### src/rtl/dhs_pkg.sv
package dhs_pkg;
   typedef enum logic [1:0] {
      LS_UNC  = 2'd0,
      LS_SHR  = 2'd1,
      LS_EXC  = 2'd2,
      LS_BUSY = 2'd3
   } line_st_t;

   typedef enum logic [1:0] {
      RK_DATA  = 2'd0,
      RK_GRANT = 2'd1,
      RK_NACK  = 2'd2
   } rsp_kind_t;

   typedef enum logic [2:0] {
      ACT_NONE,
      ACT_ADD_SHR,
      ACT_GRANT,
      ACT_BUSY,
      ACT_ACK_DEC,
      ACT_ACK_DONE
   } dir_act_t;
endpackage

### src/rtl/dhs_msg_reg.sv
module dhs_msg_reg #(
   parameter int W = 8
) (
   input  logic         clk,
   input  logic         rst_n,
   input  logic         load,
   input  logic [W-1:0] din,
   output logic         valid_o,
   input  logic         ready_i,
   output logic [W-1:0] dout
);
   if (W < 1) begin : g_bad_w
      $error("dhs_msg_reg: W must be positive");
   end

   always_ff @(posedge clk) begin
      if (!rst_n) begin
         valid_o <= 1'b0;
         dout    <= '0;
      end else if (load) begin
         valid_o <= 1'b1;
         dout    <= din;
      end else if (ready_i) begin
         valid_o <= 1'b0;
      end
   end

   // R9 for the reply instance, R10 for the invalidation instance
   assert_hold_R9: assert property (@(posedge clk) disable iff (!rst_n)
      valid_o && !ready_i |=> valid_o && $stable(dout));
endmodule

### src/rtl/dhs_inv_sched.sv
module dhs_inv_sched #(
   parameter int NODES = 4,
   parameter int LINES = 8,
   parameter int NID_W = 2,
   parameter int LID_W = 3
) (
   input  logic                   clk,
   input  logic                   rst_n,
   input  logic [LINES*NODES-1:0] pend_flat,
   output logic                   inv_valid,
   input  logic                   inv_ready,
   output logic [NID_W-1:0]       inv_node,
   output logic [LID_W-1:0]       inv_line,
   output logic                   clr_en,
   output logic [NID_W-1:0]       clr_node,
   output logic [LID_W-1:0]       clr_line
);
   logic found;

   // lowest line first, then lowest node within the line (R4 ordering)
   always_comb begin
      found    = 1'b0;
      clr_node = '0;
      clr_line = '0;
      for (int l = 0; l < LINES; l++) begin
         for (int n = 0; n < NODES; n++) begin
            if (!found && pend_flat[l*NODES+n]) begin
               found    = 1'b1;
               clr_node = NID_W'(n);
               clr_line = LID_W'(l);
            end
         end
      end
      clr_en = found && (!inv_valid || inv_ready);
   end

   dhs_msg_reg #(.W(NID_W + LID_W)) u_inv_reg (
      .clk     (clk),
      .rst_n   (rst_n),
      .load    (clr_en),
      .din     ({clr_node, clr_line}),
      .valid_o (inv_valid),
      .ready_i (inv_ready),
      .dout    ({inv_node, inv_line})
   );
endmodule

### src/rtl/dir_home_serializer.sv
module dir_home_serializer
   import dhs_pkg::*;
#(
   parameter int NODES = 4,
   parameter int LINES = 8,
   parameter int NID_W = (NODES > 1) ? $clog2(NODES) : 1,
   parameter int LID_W = (LINES > 1) ? $clog2(LINES) : 1
) (
   input  logic             clk,
   input  logic             rst_n,
   input  logic             req_valid,
   output logic             req_ready,
   input  logic             req_write,
   input  logic [NID_W-1:0] req_node,
   input  logic [LID_W-1:0] req_line,
   input  logic             ack_valid,
   output logic             ack_ready,
   input  logic [NID_W-1:0] ack_node,
   input  logic [LID_W-1:0] ack_line,
   output logic             inv_valid,
   input  logic             inv_ready,
   output logic [NID_W-1:0] inv_node,
   output logic [LID_W-1:0] inv_line,
   output logic             rsp_valid,
   input  logic             rsp_ready,
   output logic [1:0]       rsp_kind,
   output logic [NID_W-1:0] rsp_node,
   output logic [LID_W-1:0] rsp_line
);
   localparam int CNT_W = $clog2(NODES + 1);
   localparam int RSP_W = 2 + NID_W + LID_W;

   if (NODES < 2 || NODES > (1 << NID_W)) begin : g_bad_nodes
      $error("dir_home_serializer: NODES does not fit NID_W");
   end
   if (LINES < 1 || LINES > (1 << LID_W)) begin : g_bad_lines
      $error("dir_home_serializer: LINES does not fit LID_W");
   end

   function automatic logic [CNT_W-1:0] count_ones(input logic [NODES-1:0] v);
      logic [CNT_W-1:0] c;
      c = '0;
      for (int i = 0; i < NODES; i++) c = c + CNT_W'(v[i]);
      return c;
   endfunction

   // per-line directory storage
   line_st_t         st_q   [LINES];
   logic [NODES-1:0] shr_q  [LINES];
   logic [NID_W-1:0] own_q  [LINES];  // owner, or pending requester while busy
   logic [CNT_W-1:0] cnt_q  [LINES];
   logic             wr_q   [LINES];  // busy transaction is a write
   logic [NODES-1:0] pend_q [LINES];  // invalidations not yet issued

   logic                   slot_free, ack_fire, req_fire;
   logic [NODES-1:0]       self_bit, others;
   dir_act_t               act;
   logic [LID_W-1:0]       act_line;
   logic                   rsp_load;
   rsp_kind_t              nk;
   logic [NID_W-1:0]       nn;
   logic [LINES*NODES-1:0] pend_flat;
   logic                   clr_en;
   logic [NID_W-1:0]       clr_node;
   logic [LID_W-1:0]       clr_line;

   assign slot_free = !rsp_valid || rsp_ready;
   assign ack_ready = slot_free;
   assign req_ready = slot_free && !ack_valid;
   assign ack_fire  = ack_valid && ack_ready;
   assign req_fire  = req_valid && req_ready;
   assign self_bit  = NODES'(1) << req_node;
   assign others    = shr_q[req_line] & ~self_bit;

   always_comb begin
      act      = ACT_NONE;
      act_line = req_line;
      rsp_load = 1'b0;
      nk       = RK_DATA;
      nn       = req_node;
      if (ack_fire) begin
         act_line = ack_line;
         if (cnt_q[ack_line] == CNT_W'(1)) begin
            act      = ACT_ACK_DONE;
            rsp_load = 1'b1;
            nk       = wr_q[ack_line] ? RK_GRANT : RK_DATA;
            nn       = own_q[ack_line];
         end else begin
            act = ACT_ACK_DEC;
         end
      end else if (req_fire) begin
         if (st_q[req_line] == LS_BUSY) begin
            rsp_load = 1'b1;
            nk       = RK_NACK;
         end else if (others == '0) begin
            rsp_load = 1'b1;
            if (req_write) begin
               nk  = RK_GRANT;
               act = ACT_GRANT;
            end else if (st_q[req_line] != LS_EXC) begin
               act = ACT_ADD_SHR;
            end
         end else if (!req_write && st_q[req_line] == LS_SHR) begin
            rsp_load = 1'b1;
            act      = ACT_ADD_SHR;
         end else begin
            act = ACT_BUSY;
         end
      end
   end

   always_ff @(posedge clk) begin
      if (!rst_n) begin
         for (int l = 0; l < LINES; l++) begin
            st_q[l]   <= LS_UNC;
            shr_q[l]  <= '0;
            own_q[l]  <= '0;
            cnt_q[l]  <= '0;
            wr_q[l]   <= 1'b0;
            pend_q[l] <= '0;
         end
      end else begin
         if (clr_en) pend_q[clr_line][clr_node] <= 1'b0;
         case (act)
            ACT_ADD_SHR: begin
               st_q[act_line]  <= LS_SHR;
               shr_q[act_line] <= shr_q[act_line] | self_bit;
            end
            ACT_GRANT: begin
               st_q[act_line]  <= LS_EXC;
               shr_q[act_line] <= self_bit;
               own_q[act_line] <= req_node;
            end
            ACT_BUSY: begin
               st_q[act_line]   <= LS_BUSY;
               own_q[act_line]  <= req_node;
               wr_q[act_line]   <= req_write;
               cnt_q[act_line]  <= count_ones(others);
               pend_q[act_line] <= others;
            end
            ACT_ACK_DEC: cnt_q[act_line] <= cnt_q[act_line] - CNT_W'(1);
            ACT_ACK_DONE: begin
               cnt_q[act_line] <= '0;
               st_q[act_line]  <= wr_q[act_line] ? LS_EXC : LS_SHR;
               shr_q[act_line] <= NODES'(1) << own_q[act_line];
            end
            default: ;
         endcase
      end
   end

   always_comb begin
      for (int l = 0; l < LINES; l++)
         for (int n = 0; n < NODES; n++)
            pend_flat[l*NODES+n] = pend_q[l][n];
   end

   dhs_inv_sched #(
      .NODES(NODES), .LINES(LINES), .NID_W(NID_W), .LID_W(LID_W)
   ) u_sched (
      .clk       (clk),
      .rst_n     (rst_n),
      .pend_flat (pend_flat),
      .inv_valid (inv_valid),
      .inv_ready (inv_ready),
      .inv_node  (inv_node),
      .inv_line  (inv_line),
      .clr_en    (clr_en),
      .clr_node  (clr_node),
      .clr_line  (clr_line)
   );

   dhs_msg_reg #(.W(RSP_W)) u_rsp_reg (
      .clk     (clk),
      .rst_n   (rst_n),
      .load    (rsp_load),
      .din     ({nk, nn, act_line}),
      .valid_o (rsp_valid),
      .ready_i (rsp_ready),
      .dout    ({rsp_kind, rsp_node, rsp_line})
   );

   assert_nack_busy_R6: assert property (@(posedge clk) disable iff (!rst_n)
      req_fire && st_q[req_line] == LS_BUSY |=> rsp_valid && rsp_kind == RK_NACK);

   assert_inv_target_R4: assert property (@(posedge clk) disable iff (!rst_n)
      inv_valid |-> st_q[inv_line] == LS_BUSY && inv_node != own_q[inv_line]);

   assert_ack_pending_R5: assert property (@(posedge clk) disable iff (!rst_n)
      ack_fire |-> st_q[ack_line] == LS_BUSY && cnt_q[ack_line] != '0
                   && ack_node != own_q[ack_line]);

   assert_stall_inputs_R9: assert property (@(posedge clk) disable iff (!rst_n)
      rsp_valid && !rsp_ready |-> !req_ready && !ack_ready);
endmodule

### config.mk
export PLATFORM = sky130hd
export DESIGN_NAME = dir_home_serializer
export DESIGN_NICKNAME = d
export VERILOG_FILES = /design/src/rtl/dhs_pkg.sv /design/src/rtl/dhs_msg_reg.sv /design/src/rtl/dhs_inv_sched.sv /design/src/rtl/dir_home_serializer.sv
export SDC_FILE = /design/constraint.sdc
export NUM_CORES = 1
export LEC_CHECK = 0
export BUFFER_PORTS_ARGS = -buffer_cell sky130_fd_sc_hd__buf_2
export CAP_MARGIN = 20
export CORE_MARGIN = 8
export CORE_UTILIZATION = 30
export DETAILED_ROUTE_END_ITERATION = 10
export PLACE_DENSITY = 0.45
export SLEW_MARGIN = 15
export SYNTH_ARGS = -nofsm -noshare
export SYNTH_HDL_FRONTEND = slang
export SYNTH_SLANG_ARGS = --single-unit
### constraint.sdc
create_clock -name clk -period 4.55 [get_ports clk]
set_input_delay 1.365 -clock clk [delete_from_list [all_inputs] [get_ports clk]]
set_output_delay 1.365 -clock clk [all_outputs]
set_load 0.05 [all_outputs]
==> key figures, run 1 <==
Critical path
  • Cells along the critical path: buf_2 -> buf_4 -> mux4_2 -> mux2_2 -> nand2_1 -> a311o_2 -> nand2_1 -> o31ai_2 -> a211oi_1
  • Maximum fanout along the worst path: 11
  • Critical Path AT: 4.28 ns
  • Cell repeated most along the worst path: sky130_fd_sc_hd__nand2_1
  • Reg2reg path depth: 8
  • Max incr delay on CP: 0.86 ns
  • Critical path buffers and inverters: 2
  • CP endpoint kind: flop
  • Crit path depth: 9
  • Crit start category: input pin
  • Critical path class: in2reg
  • Largest delay share family, worst path: compound AO/OA/AOI/OAI gates
  • Data required, critical path: 4.69 ns
  • Cell with the largest stage delay on the worst path: sky130_fd_sc_hd__o31ai_2

CTS
  • Post-CTS sizing: 0
  • CTS Root Buffer Type: sky130_fd_sc_hd__clkbuf_16
  • Setup repair bufs after CTS: 0
  • CTS tree: built
  • Clock latency on the worst-skew pair: 0.44 ns
  • Sinks on the clock net: 142
  • Inserted Clock Buffers: 17
  • Post-CTS Hold Buffers: 0
  • Register clock-pin slew on the reported worst setup and hold paths: 0.07 ns
  • Max clock buf depth: 2
  • H-tree depth: 4

Drt
  • Total Wirelength: 29.9 mm
  • Number of violations reported at the end of detailed-routing iteration 0: 644
  • Vias per cell: 5.60
  • DRT Pass-1 Iters: 7
  • DRC viols: 0
  • Routed wire per std cell: 23.4 µm
  • Vias after detailed routing: 7163
  • Number of antenna-violating nets in the routed design: 0

Timing
  • Highest attainable clock frequency: 242 MHz
  • TNS Setup: 0 ns
  • Post-layout minimum cycle time: 4.13 ns
  • Clock skew: 0.0116 ns
  • RSZ-0062 raised after global routing: false
  • Ratio of final minimum period to clock period: 90.8%
  • Number of setup violations in the final report: 0
  • Final Hold Violating Endpoints: 0
  • Final Hold Slack: 0.475 ns
  • Total count of max-transition violations in the final report: 0
  • Transition time at the pin with the least slew margin: 0.928 ns
  • Slew HR: 37.8%

Synthesis
  • Synthesis-stage register bit count: 142
  • Count of flip-flops with a built-in enable after synthesis: 120
  • Async S/R FF share, synth: 0%
  • Gate count of the mapped netlist: 810
  • Flip-flop cell with the highest count after synthesis: sky130_fd_sc_hd__edfxtp_1
  • Post-synth cell types: 81
  • Count of yosys warnings during synthesis: 0
  • Net count after synthesis: 832
  • Seq/Total Area, Yosys: 48.2%
  • Syn avg cell area: 10.4 µm²
  • Mapped cell area: 8390 µm²

Global route
  • Maximum number of pins on one net before global-route repair: 26
  • First-pass GRT wire length: 44.7 mm
  • Number of antenna violations at the first check in global routing: 0
  • Via count of the first global-routing pass: 7035
  • Aggregate global-route resource usage: 17.9%
  • Global-route congestion overflow total: 0

Die
  • Height of the chip: 183 µm
  • Horizontal die dimension: 183 µm
  • CORE AREA: 27600 µm²
  • Starting density of the core: 30.4%
  • Top Ports: 33
  • Placement Rows: 61
  • Die outline area: 33600 µm²

Finish
  • Post-Route Utilization: 36.3%
  • Final #Nets: 909
  • Layout Cell Area excl Fill: 10000 µm²
  • Filler cell count: 2830
  • Final antenna diode count: 0
  • Layout area overhead: 19.6%
  • Share of cells above drive strength 1: 22.3%

Hold path
  • Cells on Worst Hold Path: 1
  • Worst hold-check path type: reg2reg

Pwr
  • Maximum vdd drop: 175 µV
  • Total Power Consumption: 0.00374 W
  • Leakage Power: 3.50 nW
  • Power Dens Cells: 373 nW/µm²

Run
  • Max-cap violations: 0

Place
  • Detail Placement HPWL: 22.2 mm
  • Final weighted congestion in routability-driven placement: 0.865
  • Buffers added on ports: 30
  • Cell Area, Placed: 9400 µm²

Run status
  • Run status: finished, final reports clean
through the flow:
step	std cells	setup WS, ns
floorplan	810	0.371
global placement	1246	0.0258
detailed placement	1246	0.0209
CTS	1278	0.467
global route	1278	0.280
finish	1278	0.418
power by group:
group	switching [W]	internal, W
logic	0.000452	0.000228
clock network	0.000629	0.000910
registers	0.0000445	0.00147
sequential cells by signal, indices dropped and copies added (netlist names):
register,count
st_q,16
own_q,16
u_sched.u_inv_reg.valid_o,1
pend_q,32
shr_q,32
cnt_q,24
u_sched.u_inv_reg.dout,5
wr_q,8
u_rsp_reg.dout,7
u_rsp_reg.valid_o,1
cell type report:
class,count,area [µm²],share of cell area [%]
clock buffer,19,454,4.53
clock inverter,13,175,1.75
inverter,23,86.3,0.861
multi-input combinational,591,3990,39.8
sequential,142,4040,40.3
tap,378,473,4.72
timing repair buffer,112,803,8.01
cells by family after synthesis:
group	after synthesis	synth area share (%)
flip-flops	142	48.2
multiplexers	43	7.88
AO/OA/AOI/OAI	253	22.1
adder cells (fa/ha/maj)	5	0.835
buffers and inverters	77	4.16
AND/OR/NAND/NOR	290	16.8
synth_stat cells, types with 11 or more instances:
| master | number | area [µm²] |
|---|---|---|
| sky130_fd_sc_hd__dfxtp_1 | 22 | 440 |
| sky130_fd_sc_hd__inv_1 | 22 | 82.6 |
| sky130_fd_sc_hd__nand3_1 | 32 | 160 |
| sky130_fd_sc_hd__edfxtp_1 | 120 | 3600 |
| sky130_fd_sc_hd__nor2_1 | 122 | 458 |
| sky130_fd_sc_hd__clkbuf_1 | 27 | 101 |
| sky130_fd_sc_hd__nand2_1 | 51 | 191 |
| sky130_fd_sc_hd__a21oi_1 | 17 | 85.1 |
| sky130_fd_sc_hd__a211oi_1 | 35 | 263 |
| sky130_fd_sc_hd__mux4_2 | 18 | 405 |
| sky130_fd_sc_hd__buf_2 | 18 | 90.1 |
| sky130_fd_sc_hd__nor3_1 | 16 | 80.1 |
| sky130_fd_sc_hd__o21ai_1 | 16 | 80.1 |
| sky130_fd_sc_hd__a22o_1 | 11 | 96.3 |
| sky130_fd_sc_hd__o21ai_0 | 71 | 355 |
| sky130_fd_sc_hd__mux2i_1 | 21 | 210 |
final timing paths:
path,from,to,slack (ns)
max,req_line[0],shr_q[7][0]$_SDFFCE_PN0P_,0.42
min,u_sched.u_inv_reg.dout[3]$_SDFFE_PN0P_,u_sched.u_inv_reg.dout[3]$_SDFFE_PN0P_,0.47
max reg2reg,cnt_q[5][1]$_SDFFCE_PN0P_,shr_q[1][2]$_SDFFCE_PN0P_,0.93
min reg2reg,u_sched.u_inv_reg.dout[3]$_SDFFE_PN0P_,u_sched.u_inv_reg.dout[3]$_SDFFE_PN0P_,0.47
layout by cell type, fill, tap and decap left out, types with 5 or more instances in the layout:
cell type and count:
sky130_fd_sc_hd__a2111oi_0 6, sky130_fd_sc_hd__a211oi_1 35, sky130_fd_sc_hd__a21oi_1 17, sky130_fd_sc_hd__a221oi_1 7, sky130_fd_sc_hd__a22o_1 11, sky130_fd_sc_hd__a31oi_1 8
sky130_fd_sc_hd__a31oi_2 5, sky130_fd_sc_hd__and3_1 5, sky130_fd_sc_hd__buf_2 30, sky130_fd_sc_hd__buf_4 79, sky130_fd_sc_hd__clkbuf_16 18, sky130_fd_sc_hd__dfxtp_1 22
sky130_fd_sc_hd__edfxtp_1 120, sky130_fd_sc_hd__inv_1 22, sky130_fd_sc_hd__inv_6 5, sky130_fd_sc_hd__mux2i_1 21, sky130_fd_sc_hd__mux4_2 18, sky130_fd_sc_hd__nand2_1 51
sky130_fd_sc_hd__nand3_1 32, sky130_fd_sc_hd__nand4_1 7, sky130_fd_sc_hd__nor2_1 122, sky130_fd_sc_hd__nor2b_1 8, sky130_fd_sc_hd__nor3_1 16, sky130_fd_sc_hd__nor4_1 7
sky130_fd_sc_hd__nor4b_1 5, sky130_fd_sc_hd__o2111ai_1 5, sky130_fd_sc_hd__o21ai_0 71, sky130_fd_sc_hd__o21ai_1 16, sky130_fd_sc_hd__o221a_2 5, sky130_fd_sc_hd__o22ai_1 6
sky130_fd_sc_hd__or3b_1 5
metal layers:
metal | GRT usage, % | share of wire (%) | vias up
met3 | 3.40 | 5.9 | 47
met1 | 23.3 | 44 | 3548
met2 | 29.5 | 47 | 257
li1 | - | - | 3311
met4 | 6.05 | 2.4 | 0
met5 | 0 | 0 | -
Note: power is estimated with default switching activity, not from simulation.
==> run 2: changes to the inputs <==
==> constraint.sdc (replaced) <==
create_clock -name clk -period 4.55 [get_ports clk]
set_input_delay 0.2275 -clock clk [delete_from_list [all_inputs] [get_ports clk]]
set_output_delay 0.2275 -clock clk [all_outputs]
set_load 0.05 [all_outputs]
==> run 2 against run 1 <==
Clock power decreased by 5%; critical path depth unchanged; sequential power about the same; final cell count decreased by 3.5%; core utilization decreased by 1.4 points; routed wire length decreased by 1.9%; via count decreased by 0.88%; final area decreased by 3.9%; maximum frequency increased by 4.2%; largest cell class unchanged; largest power group is now sequential cells.
==> key figures, run 2 (same netlist as run 1, synthesis figures left out) <==
Run status
  • Run status: finished, final reports clean

Drt
  • DRC viols: 0 (unchanged)
  • Vias per cell: 5.76 (+2.7%)
  • Number of violations reported at the end of detailed-routing iteration 0: 618 (-4.0%)
  • Routed wire per std cell: 23.8 µm (+1.6%)
  • Number of antenna-violating nets in the routed design: 0 (unchanged)
  • Total Wirelength: 29.4 mm (-1.9%)
  • Vias after detailed routing: 7100 (-0.88%)
  • DRT Pass-1 Iters: 5 (-2)

Timing
  • Final Hold Violating Endpoints: 0 (unchanged)
  • TNS Setup: 0 ns (unchanged)
  • Post-layout minimum cycle time: 3.97 ns (-0.166 ns)
  • Slew HR: 29.1% (-8.6 points)
  • RSZ-0062 raised after global routing: false
  • Number of setup violations in the final report: 0 (unchanged)
  • Total count of max-transition violations in the final report: 0 (unchanged)
  • Worst Slack Setup Final: 0.584 ns (+0.166 ns)
  • Transition time at the pin with the least slew margin: 1.06 ns (+0.135 ns)
  • Clock skew: 0.0123 ns (+0.000722 ns)
  • Highest attainable clock frequency: 252 MHz (+4.2%)
  • Ratio of final minimum period to clock period: 87.2% (-3.7 points)

Critical path
  • Critical Path AT: 4.12 ns (-0.16 ns)
  • Launching instance or port of the critical path: u_rsp_reg.valid_o$_SDFFE_PN0P_
  • CP endpoint kind: flop
  • Capture point of the worst path: shr_q[5][2]$_SDFFCE_PN0P_
  • R2R setup slack: 0.58 ns (-0.35 ns)
  • Reg2reg path depth: 9 (+1)
  • Critical path class: reg2reg
  • Startpoint of the most critical register-to-register path: u_rsp_reg.valid_o$_SDFFE_PN0P_
  • Maximum fanout along the worst path: 16 (+5)
  • Crit start category: flop
  • Data required, critical path: 4.70 ns (about the same)
  • Worst R2R End: shr_q[5][2]$_SDFFCE_PN0P_

Die
  • Placement Rows: 61 (unchanged)
  • Starting density of the core: 30.4% (unchanged)
  • Die outline area: 33600 µm² (unchanged)
  • Height of the chip: 183 µm (unchanged)
  • CORE AREA: 27600 µm² (unchanged)
  • Horizontal die dimension: 183 µm (unchanged)
  • Top Ports: 33 (unchanged)

Finish
  • Final #Nets: 864 (-5.0%)
  • Final antenna diode count: 0 (unchanged)
  • Layout area overhead: 14.9%
  • Most used cells in the layout excluding fill and tap cells: sky130_fd_sc_hd__nor2_1 (122), sky130_fd_sc_hd__edfxtp_1 (120), sky130_fd_sc_hd__o21ai_0 (71)
  • Filler cell count: 2894 (+2.3%)
  • Most common cell after layout, fill and taps aside: sky130_fd_sc_hd__nor2_1
  • Largest registers: pend_q x32, shr_q x32, cnt_q x24
  • Share of cells above drive strength 1: 18.4% (-4.0 points)
  • Layout Cell Area excl Fill: 9640 µm² (-3.9%)

Place
  • Dpl ws: 0.781 ns (+0.760 ns)
  • Final weighted congestion in routability-driven placement: 0.872 (+0.79%)
  • Buffers added on ports: 30 (unchanged)
  • Detail Placement HPWL: 21.4 mm (-3.8%)
  • Cell Area, Placed: 9040 µm² (-3.9%)

Pwr
  • Leakage Power: 3.25 nW (-7.2%)
  • Maximum vdd drop: 208 µV (+19%)
  • Power Dens Cells: 376 nW/µm² (+0.84%)

Global route
  • Maximum number of pins on one net before global-route repair: 40 (+54%)
  • Aggregate global-route resource usage: 17.6% (-0.25 points)
  • First-pass GRT wire length: 44.4 mm (-0.74%)
  • Global-route congestion overflow total: 0 (unchanged)
  • Number of antenna violations at the first check in global routing: 0 (unchanged)
  • Via count of the first global-routing pass: 7080 (+0.64%)

CTS
  • H-tree depth: 4 (unchanged)
  • Post-CTS sizing: 0 (unchanged)
  • CTS tree: built
  • Setup repair bufs after CTS: 0 (unchanged)
  • CTS Root Buffer Type: sky130_fd_sc_hd__clkbuf_16
  • Post-CTS Hold Buffers: 0 (unchanged)
  • Register clock-pin slew on the reported worst setup and hold paths: 0.07 ns (about the same)
  • Inserted Clock Buffers: 17 (unchanged)
  • Sinks on the clock net: 142 (unchanged)
  • Clock latency on the worst-skew pair: 0.44 ns (about the same)
  • Max clock buf depth: 2 (unchanged)

Run
  • Max-cap violations: 0 (unchanged)

Hold path
  • Worst hold-check path type: in2reg
[run 2: changes by cell type in the layout (fill, tap and decap cells not counted), sizes merged]
cell,before,now
buf,112,67
clkinvlp,1,4
bufinv,3,2
inv,28,29
clkbuf,19,17
clkinv,4,3
[run 2: cell type report]
type	count	area, µm²	share of cell area, %
clock inverters	15	174	1.80
inverters	23	86.3	0.896
flip-flops and latches	142	4040	42.0
multi-input cells	591	3990	41.4
clock buffers	17	425	4.41
well taps	378	473	4.91
repair buffers	67	440	4.57
[run 2: worst min-delay path by stage]
stage	start	endpoint	cells past startpoint
CTS	inv_ready	u_sched.u_inv_reg.valid_o$_SDFFE_PN0P_	3
finish	inv_ready	u_sched.u_inv_reg.valid_o$_SDFFE_PN0P_	3
global placement	u_sched.u_inv_reg.dout[4]$_SDFFE_PN0P_	u_sched.u_inv_reg.dout[4]$_SDFFE_PN0P_	1
detailed placement	u_sched.u_inv_reg.dout[3]$_SDFFE_PN0P_	u_sched.u_inv_reg.dout[3]$_SDFFE_PN0P_	1
global route	inv_ready	u_sched.u_inv_reg.valid_o$_SDFFE_PN0P_	3
floorplan	req_write	wr_q[0]$_DFF_P_	2
[run 2: where the power goes]
part | switching [W] | internal (W)
sequential | 0.0000426 | 0.00147
clock | 0.000643 | 0.000825
combinational | 0.000443 | 0.000194
total | 0.00113 | 0.00249
[run 2: per-layer routing]
| metal | up-vias | share of wire [%] | GRT usage, % |
|---|---|---|---|
| met2 | 283 | 46 | 27.6 |
| met1 | 3538 | 45 | 23.3 |
| met3 | 53 | 6.5 | 3.92 |
| met5 | - | 0 | 0 |
| met4 | 0 | 2.7 | 7.12 |
| li1 | 3226 | - | - |
[run 2: critical path: stages (launching register included)]
cell and delay (ns):
sky130_fd_sc_hd__dfxtp_1 0.33, sky130_fd_sc_hd__nor2b_2 0.48, sky130_fd_sc_hd__inv_1 0.38, sky130_fd_sc_hd__nand3_1 0.45, sky130_fd_sc_hd__a22oi_1 0.36, sky130_fd_sc_hd__buf_4 0.30, sky130_fd_sc_hd__a32o_1 0.20, sky130_fd_sc_hd__a2111oi_0 0.63
sky130_fd_sc_hd__a211o_1 0.40, sky130_fd_sc_hd__a211oi_1 0.13
[run 2: stage by stage]
stage / instances / hold slack [ns] / utilization, % / power (W)
4_1_cts: 1233 / 0.138 / 34.9 / 0.00362
5_1_grt: 1233 / 0.161 / 34.9 / 0.00373
2_1_floorplan: 810 / 0.454 / - / 0.00193
3_3_place_gp: 1201 / 0.456 / 32.7 / 0.00218
3_5_place_dp: 1201 / 0.456 / 32.7 / 0.00217
6_report: 1233 / 0.154 / 34.9 / 0.00362
